==> config.mk <==
export PLATFORM = sky130hd
export DESIGN_NAME = swa_top
export DESIGN_NICKNAME = d
export VERILOG_FILES = /design/src/rtl/swa_pkg.sv /design/src/rtl/swa_seq.sv /design/src/rtl/swa_dec.sv /design/src/rtl/swa_top.sv
export SDC_FILE = /design/constraint.sdc
export NUM_CORES = 1
export LEC_CHECK = 0
export BUFFER_PORTS_ARGS = -buffer_cell sky130_fd_sc_hd__buf_2
export CAP_MARGIN = 5
export CORE_ASPECT_RATIO = 1.75
export CORE_MARGIN = 3
export CORE_UTILIZATION = 42
export DETAILED_ROUTE_END_ITERATION = 8
export SLEW_MARGIN = 20
export SYNTH_ARGS = -nofsm -noshare
export SYNTH_HDL_FRONTEND = slang
export SYNTH_SLANG_ARGS = --single-unit
==> constraint.sdc <==
create_clock -name clk -period 1.9 [get_ports clk]
set_input_delay 0.285 -clock clk [delete_from_list [all_inputs] [get_ports clk]]
set_output_delay 0.285 -clock clk [all_outputs]
set_load 0.02 [all_outputs]
==> src/rtl/swa_pkg.sv <==
package swa_pkg;

    typedef enum logic [1:0] {
        ST_IDLE  = 2'd0,
        ST_ISSUE = 2'd1,
        ST_WAIT  = 2'd2
    } seq_st_t;

    typedef enum logic [1:0] {
        PH_BIT = 2'd0,
        PH_CMP = 2'd1,
        PH_WR  = 2'd2
    } phase_t;

    typedef struct packed {
        logic chosen;
        logic disc;
    } verdict_t;

    // Decide the branch for one ROM position from the true and complement reads.
    function automatic verdict_t judge(input logic b, input logic c, input logic dir);
        verdict_t v;
        unique case ({b, c})
            2'b00:   begin v.chosen = dir;  v.disc = 1'b1; end
            2'b01:   begin v.chosen = 1'b0; v.disc = 1'b0; end
            2'b10:   begin v.chosen = 1'b1; v.disc = 1'b0; end
            default: begin v.chosen = 1'b1; v.disc = 1'b1; end
        endcase
        return v;
    endfunction

    function automatic phase_t next_phase(input phase_t p);
        unique case (p)
            PH_BIT:  return PH_CMP;
            PH_CMP:  return PH_WR;
            default: return PH_BIT;
        endcase
    endfunction

endpackage

==> src/rtl/swa_seq.sv <==
module swa_seq import swa_pkg::*; #(
    parameter int unsigned BYTE_W = 8,
    localparam int unsigned IDX_W = $clog2(BYTE_W),
    localparam int unsigned POS_N = BYTE_W / 2
) (
    input  logic              clk,
    input  logic              rst,
    input  logic              srch_mode,
    input  logic              tx_valid,
    input  logic [BYTE_W-1:0] tx_data,
    input  logic              slot_done,
    input  logic              chosen,
    output logic              busy,
    output logic              slot_go,
    output logic              slot_wbit,
    output logic              start,
    output logic              samp_en,
    output logic              last_done,
    output logic              mode_q,
    output phase_t            ph,
    output logic [IDX_W-1:0]  idx,
    output logic              dir
);

    seq_st_t           st;
    logic [BYTE_W-1:0] data_q;
    logic              last;
    logic [IDX_W-1:0]  dir_pos;

    assign dir_pos   = {idx[IDX_W-2:0], 1'b1};
    assign dir       = data_q[dir_pos];
    assign busy      = (st != ST_IDLE);
    assign start     = (st == ST_IDLE) && tx_valid;
    assign slot_go   = (st == ST_ISSUE);
    assign samp_en   = (st == ST_WAIT) && slot_done;
    assign last      = mode_q ? ((idx == IDX_W'(POS_N - 1)) && (ph == PH_WR))
                              : (idx == IDX_W'(BYTE_W - 1));
    assign last_done = samp_en && last;

    always_comb begin
        if (!mode_q)
            slot_wbit = data_q[idx];
        else if (ph == PH_WR)
            slot_wbit = chosen;
        else
            slot_wbit = 1'b1;
    end

    always_ff @(posedge clk) begin
        if (rst) begin
            st     <= ST_IDLE;
            mode_q <= 1'b0;
            data_q <= '0;
            idx    <= '0;
            ph     <= PH_BIT;
        end else begin
            unique case (st)
                ST_IDLE: begin
                    if (tx_valid) begin
                        mode_q <= srch_mode;
                        data_q <= tx_data;
                        idx    <= '0;
                        ph     <= PH_BIT;
                        st     <= ST_ISSUE;
                    end
                end
                ST_ISSUE: st <= ST_WAIT;
                ST_WAIT: begin
                    if (slot_done) begin
                        if (last) begin
                            st <= ST_IDLE;
                        end else begin
                            st <= ST_ISSUE;
                            if (!mode_q || ph == PH_WR) begin
                                idx <= IDX_W'(idx + 1'b1);
                                ph  <= PH_BIT;
                            end else begin
                                ph  <= next_phase(ph);
                            end
                        end
                    end
                end
                default: st <= ST_IDLE;
            endcase
        end
    end

endmodule

==> src/rtl/swa_dec.sv <==
module swa_dec import swa_pkg::*; #(
    parameter int unsigned BYTE_W = 8,
    localparam int unsigned IDX_W = $clog2(BYTE_W)
) (
    input  logic              clk,
    input  logic              rst,
    input  logic              start,
    input  logic              samp_en,
    input  logic              last_done,
    input  logic              mode_q,
    input  phase_t            ph,
    input  logic [IDX_W-1:0]  idx,
    input  logic              dir,
    input  logic              slot_rbit,
    output logic              chosen,
    output logic [BYTE_W-1:0] rx_data,
    output logic              done
);

    logic              b_q, c_q;
    logic [BYTE_W-1:0] shadow, shadow_nx;
    verdict_t          v;
    logic [IDX_W-1:0]  hi_pos, lo_pos;

    assign v      = judge(b_q, c_q, dir);
    assign chosen = v.chosen;
    assign hi_pos = {idx[IDX_W-2:0], 1'b1};
    assign lo_pos = {idx[IDX_W-2:0], 1'b0};

    always_comb begin
        shadow_nx = shadow;
        if (samp_en) begin
            if (!mode_q) begin
                shadow_nx[idx] = slot_rbit;
            end else if (ph == PH_WR) begin
                shadow_nx[hi_pos] = v.chosen;
                shadow_nx[lo_pos] = v.disc;
            end
        end
    end

    always_ff @(posedge clk) begin
        if (rst) begin
            b_q     <= 1'b0;
            c_q     <= 1'b0;
            shadow  <= '0;
            rx_data <= '0;
            done    <= 1'b0;
        end else begin
            done <= last_done;
            if (start)
                shadow <= '0;
            else
                shadow <= shadow_nx;
            if (last_done)
                rx_data <= shadow_nx;
            if (samp_en && mode_q && ph == PH_BIT)
                b_q <= slot_rbit;
            if (samp_en && mode_q && ph == PH_CMP)
                c_q <= slot_rbit;
        end
    end

endmodule

==> src/rtl/swa_top.sv <==
module swa_top import swa_pkg::*; #(
    parameter int unsigned BYTE_W = 8
) (
    input  logic              clk,
    input  logic              rst,
    input  logic              srch_mode,
    input  logic              tx_valid,
    input  logic [BYTE_W-1:0] tx_data,
    output logic              busy,
    output logic              slot_go,
    output logic              slot_wbit,
    input  logic              slot_done,
    input  logic              slot_rbit,
    output logic [BYTE_W-1:0] rx_data,
    output logic              rx_full,
    output logic              tx_sr_empty
);

    localparam int unsigned IDX_W = $clog2(BYTE_W);

    logic             start, samp_en, last_done, mode_q, dir, chosen, done;
    phase_t           ph;
    logic [IDX_W-1:0] idx;

    swa_seq #(.BYTE_W(BYTE_W)) u_seq (
        .clk       (clk),
        .rst       (rst),
        .srch_mode (srch_mode),
        .tx_valid  (tx_valid),
        .tx_data   (tx_data),
        .slot_done (slot_done),
        .chosen    (chosen),
        .busy      (busy),
        .slot_go   (slot_go),
        .slot_wbit (slot_wbit),
        .start     (start),
        .samp_en   (samp_en),
        .last_done (last_done),
        .mode_q    (mode_q),
        .ph        (ph),
        .idx       (idx),
        .dir       (dir)
    );

    swa_dec #(.BYTE_W(BYTE_W)) u_dec (
        .clk       (clk),
        .rst       (rst),
        .start     (start),
        .samp_en   (samp_en),
        .last_done (last_done),
        .mode_q    (mode_q),
        .ph        (ph),
        .idx       (idx),
        .dir       (dir),
        .slot_rbit (slot_rbit),
        .chosen    (chosen),
        .rx_data   (rx_data),
        .done      (done)
    );

    assign rx_full     = done;
    assign tx_sr_empty = done;

endmodule

Word level (Yosys, flattened, before mapping)

Index checks and enable logic that the tools add are counted.
W data, S select, Z words.

Register bits after elaboration: 35
Input bits: 14
Output and inout port bits: 13
Word-level logic and storage cells: 86

Mux-type cells: 35
Equality and inequality tests: 12
Reduce and logical (&&, ||, !) cells: 22
Magnitude comparators: 6
Add/subtract/negate cells: 1

Operator list:

| cell                  | count |
|---|---|
| $bwmux W8             | 3 |
| $mux W8               | 3 |
| $lt A3 B4 Y1 const B  | 3 |
| $mux W2               | 6 |
| $mux W3               | 4 |
| $pmux W2 S3           | 2 |
| $logic_and A1 B1 Y1   | 10 |
| $ge A3 B1 Y1 const B  | 3 |
| $mux W1               | 9 |
| $ne A2 B2 Y1 const B  | 4 |
| $pmux W2 S2           | 2 |
| $eq A2 B1 Y1 const B  | 3 |
| $eq A2 B2 Y1 const B  | 3 |
| $logic_not A2 Y1      | 3 |
| $pmux W3 S2           | 1 |
| $reduce_and A5 Y1     | 1 |
| $demux W1 S2          | 2 |
| $reduce_and A2 Y1     | 2 |
| $reduce_and A4 Y1     | 1 |
| $reduce_bool A2 Y1    | 2 |
| $add A3 B1 Y3 const B | 1 |
| $bmux W1 S3           | 1 |
| $demux W1 S3          | 1 |
| $eq A3 B2 Y1 const B  | 1 |
| 5 further kinds       | 5 |

Depth between registers and ports, before layout

Word-level depth: 9
Depth in mapped cells: 8
Depth with buffers taken out: 6

Hierarchy

From an unflattened synthesis, not the netlist that was laid out.

Cells, all modules: 224
Area, all modules: 2,029.4 sq um

Modules (own cells, without submodules):

| module  | instances | seq. area each (sq um) | area an instance (sq um) | cells an instance |
|---|---|---|---|---|
| swa_dec | 1         | 380.4                  | 1,153.6                  | 140 |
| swa_seq | 1         | 320.3                  | 868.3                    | 83 |
| swa_top | 1         | 0.0                    | 7.5                      | 1 |

Worst setup path after synthesis

OpenSTA, ideal clock, no wires.

Path type: register -> output
From: register u_dec.b_q
To: output port slot_wbit
Arrival: 1,455 ps
Buffers on the path: 0
Setup slack: 160 ps
Cell stages (with the launch flop): 7
Required time: 1,615 ps
Cell sequence: dfxtp_1 inv_1 ha_1 or3b_1 o22ai_4 nor4b_1 nor2_1

Word-level cells in the longest chain between the ends: 4
Elaborated cells between the ends (all ways): 6
Classes of those cells: eq/ne (2); mux (3); reduce/logical (1)

Ends and longest elaborated chain:

| element                                    | RTL line      | text |
|---|---|---|
| start: declaration                         | swa_dec.sv:20 | `logic b_q, c_q;` |
| start signal: assignment                   | swa_dec.sv:58 | `b_q <= slot_rbit;` |
| $eq A2 B2 Y1, or another cell as far along | swa_pkg.sv:23 | `unique case ({b, c})` |
| $pmux W2 S3 *                              | swa_pkg.sv:23 |  |
| $mux W1 *                                  | swa_seq.sv:43 | `else if (ph == PH_WR)` |
| $mux W1 *                                  | swa_seq.sv:41 | `if (!mode_q)` |
| end: declaration                           | swa_top.sv:11 | `output logic slot_wbit,` |

Mark *: on every way between the ends. The rest lies on a longest branch, timed or not.

Worst setup path after layout

From: register u_seq.idx[0]
To: output port slot_wbit

Word-level cells in the longest chain between the ends: 5
Elaborated cells between the ends (all ways): 7
Classes of those cells: mux (7)

Ends and longest elaborated chain:

| element                       | RTL line      | text |
|---|---|---|
| start: declaration            | swa_seq.sv:21 | `output logic [IDX_W-1:0] idx,` |
| start signal: assignment      | swa_seq.sv:75 | `idx <= IDX_W'(idx + 1'b1);` |
| $bmux W1 S2                   | swa_seq.sv:31 | `assign dir = data_q[dir_pos];` |
| $mux W1 (implied by the code) | swa_seq.sv:31 |  |
| $pmux W2 S3                   | swa_pkg.sv:23 |  |
| $mux W1                       | swa_seq.sv:43 |  |
| $mux W1 *                     | swa_seq.sv:41 |  |

Mark *: on every way between the ends. The rest lies on a longest branch, timed or not. The select of a mux whose other input is x is not followed.

==> results.cfg <==
[routing]
routedWlPerCell_um = 15.8
via_per_inst = 5.69
antenna_left = 0
firstDrtPassIters = 4
drc_errors = 0
wl_um = 5090
vias = 1832
drt_iter0_drc = 33

[worst_setup_path]
cp-start-kind = register
critical_path.top_delay_family = compound AO/OA/AOI/OAI gates
slowest_delay_ns = 0.38
worstPathArrival_ns = 1.63
path_max_fanout = 9
critPathBufInv = 1
cpMaxStageDelayCell = dfxtp_4
rr_startpoint = u_seq.idx[1]
path_class = reg2out
r2r_end = u_seq.idx[2]
r2r_slack_ns = 0.10
worstPathRequired_ns = 1.62
path_cells = and3b_1, a311o_1, a221oi_2, nor2_1, buf_4
cp-end-kind = output port
reg2regPathDepth = 7

[placed_design]
io_buffers = 26
hpwl_um = 3830
placed_area_sq_um = 2370
gp_congestion = 0.824
dp.cells = 308
dp_slack_ns = 0.0272

[pwr]
power.density_nw_per_um2 = 626
intPower_mw = 1.19
clkPwrFrac_pct = 36.9
ir_drop_mv = 0.416
p_leak_nw = 1.02
comb_power_share_pct = 14.8
finalPower_mw = 1.61
power_switching_mw = 0.417
p_sw_share_pct = 25.9
p_seq_share_pct = 48.4

[finish]
syn_to_final_growth_pct = 18.3
layout.cells.non_filler = 322
design_area_sq_um = 2570
finalNetCount = 289
n_antenna_cell = 0
drive_gt1_share_pct = 37.3
utilization_pct = 51.7

[floorplan]
die_y_um = 101
core_area_sq_um = 4980
io_pins = 27
fp-row-count = 34
die_area_sq_um = 6110
die_x_um = 60.4
initial_core_util_pct = 43.7

[timing]
fin_skew_ns = 0.00365
tightest_slew_ns = 0.549
hold_slack_ns = 0.224
rsz0062_at_grt = true
period_needed_ns = 1.92
max_freq_mhz = 521
drv_slew = 0
tns_ns = -0.0186
finalHoldViolations = 0
setup_slack_ns = -0.0186
slew_headroom_pct = 63.3
fin_crit_sh_pct = 101
setup_violations = 1

[synthesis]
synth_nets = 252
async_flop_share_pct = 0
synth_most_common_cell = dfxtp_1
syn_area_per_cell_sq_um = 9.45
yosys-top-cells-count = dfxtp_1, nor2_1, mux2i_1
netlist.area_leader.share_pct = 32.2
netlist_area_sq_um = 2170
synth_top_cell_by_area = dfxtp_1
synth_warnings = 0
synthDistinctLibCells = 58
seq_area_frac_synth_pct = 32.2
ys_top_cells_by_area = dfxtp_1, mux2i_1, nor2_1
syn_inst = 230
ys.flop_type = dfxtp_1
synth_edf_count = 0
yosys_register_bits = 35

[outcome]
violations = setup timing
status = finished, violations left

[global_routing]
grt_overflow_total = 0
grt_pass1_wl_um = 8740
antenna_found_initial = 0
grt_max_degree = 18
track_usage_pct = 18.8
first_global_vias = 1833

[cts]
cts_buffer_depth = 2
cts_root_buf = clkbuf_8
clk_latency_ns = 0.29
htreeDepth = 2
cts.clk_slew.worst_paths_ns = 0.07
cts.sinks = 35
numCtsBuffers = 5
cts_tree = yes

[flow_run]
drv_cap = 0

[min_path]
min_path_cells = 3
hold_path.startpoint = srch_mode
hold_path_end = u_seq.mode_q
hp-class = in2reg
layout by cell type (no fill, tap or decap), drive strengths merged, types with 2 or more instances in the layout:
master	n
dfxtp	35
mux2i	12
mux2	6
a31oi	6
inv	11
a21o	4
o22ai	2
clkbuf	8
o21ai	10
nor3b	4
nand4b	3
nand2	7
a21oi	10
nor4b	2
o211ai	4
nor2	31
a22oi	5
nor3	9
nand3	2
nor2b	3
buf	46
ha	8
a211oi	5
or3b	2
nand2b	6
nand3b	7
a311o	2
a311oi	5
what timing repair did:
action / in CTS / in global routing
setup endpoints to repair: 3 / 3
setup buffers: 4 / 2
hold buffers: 0 / 0
gates resized for setup: 16 / 4
pin swaps: 4 / 5
registers in the layout (all words and copies together), names as in the netlist:
name	flops
u_dec.rx_data	8
u_dec.c_q	1
u_seq.mode_q	1
u_seq.st	2
u_dec.b_q	1
u_seq.ph	2
u_seq.idx	3
u_dec.shadow	8
u_seq.data_q	8
u_dec.done	1
logic make-up after synthesis:
kind of cell	count (synthesis)	share of synthesized area, %
fa+ha+maj	8	4.60
buf+inv	27	7.48
simple gates	82	22.2
mux	18	8.63
flops	35	32.2
compound gates	60	24.9
cell type report:
type	count	area, sq um
fill	483	2400
multi-input combinational	168	1350
sequential	35	714
timing repair buffer	46	295
clock buffer	8	100
tap	54	67.6
inverter	11	41.3
worst max path at each step:
stage / start / endpoint / cells after the start
global route: u_seq.idx[0] / slot_wbit / 5
global placement: u_seq.idx[0] / u_dec.rx_data[1] / 7
floorplan: u_dec.b_q / slot_wbit / 6
CTS: u_dec.b_q / slot_wbit / 7
finish: u_seq.idx[0] / slot_wbit / 5
detailed placement: u_seq.idx[0] / u_dec.rx_data[5] / 7
worst register-to-register path: cells and delay by family, from the launching register on:
family,cells,cell delay [ns]
fa+ha+maj,2,0.46
mux,1,0.34
simple gates,1,0.13
flops,1,0.35
buf+inv,1,0.13
compound gates,2,0.28
layer usage:
layer  part of all wire [%]  GRT usage, %
met5                      0             0
met4                    2.0          7.85
met2                     56          34.3
met3                    3.4          2.81
met1                     39          20.6
power groups by stage:
stage / clock network, mW / logic, mW / registers [mW]
4_1_cts: 0.611 / 0.229 / 0.779
2_1_floorplan: 0 / 0.165 / 0.787
5_1_grt: 0.632 / 0.263 / 0.784
3_5_place_dp: 0 / 0.223 / 0.798
6_report: 0.594 / 0.238 / 0.779
3_3_place_gp: 0 / 0.219 / 0.798
Power figures use the tool's default switching activity.
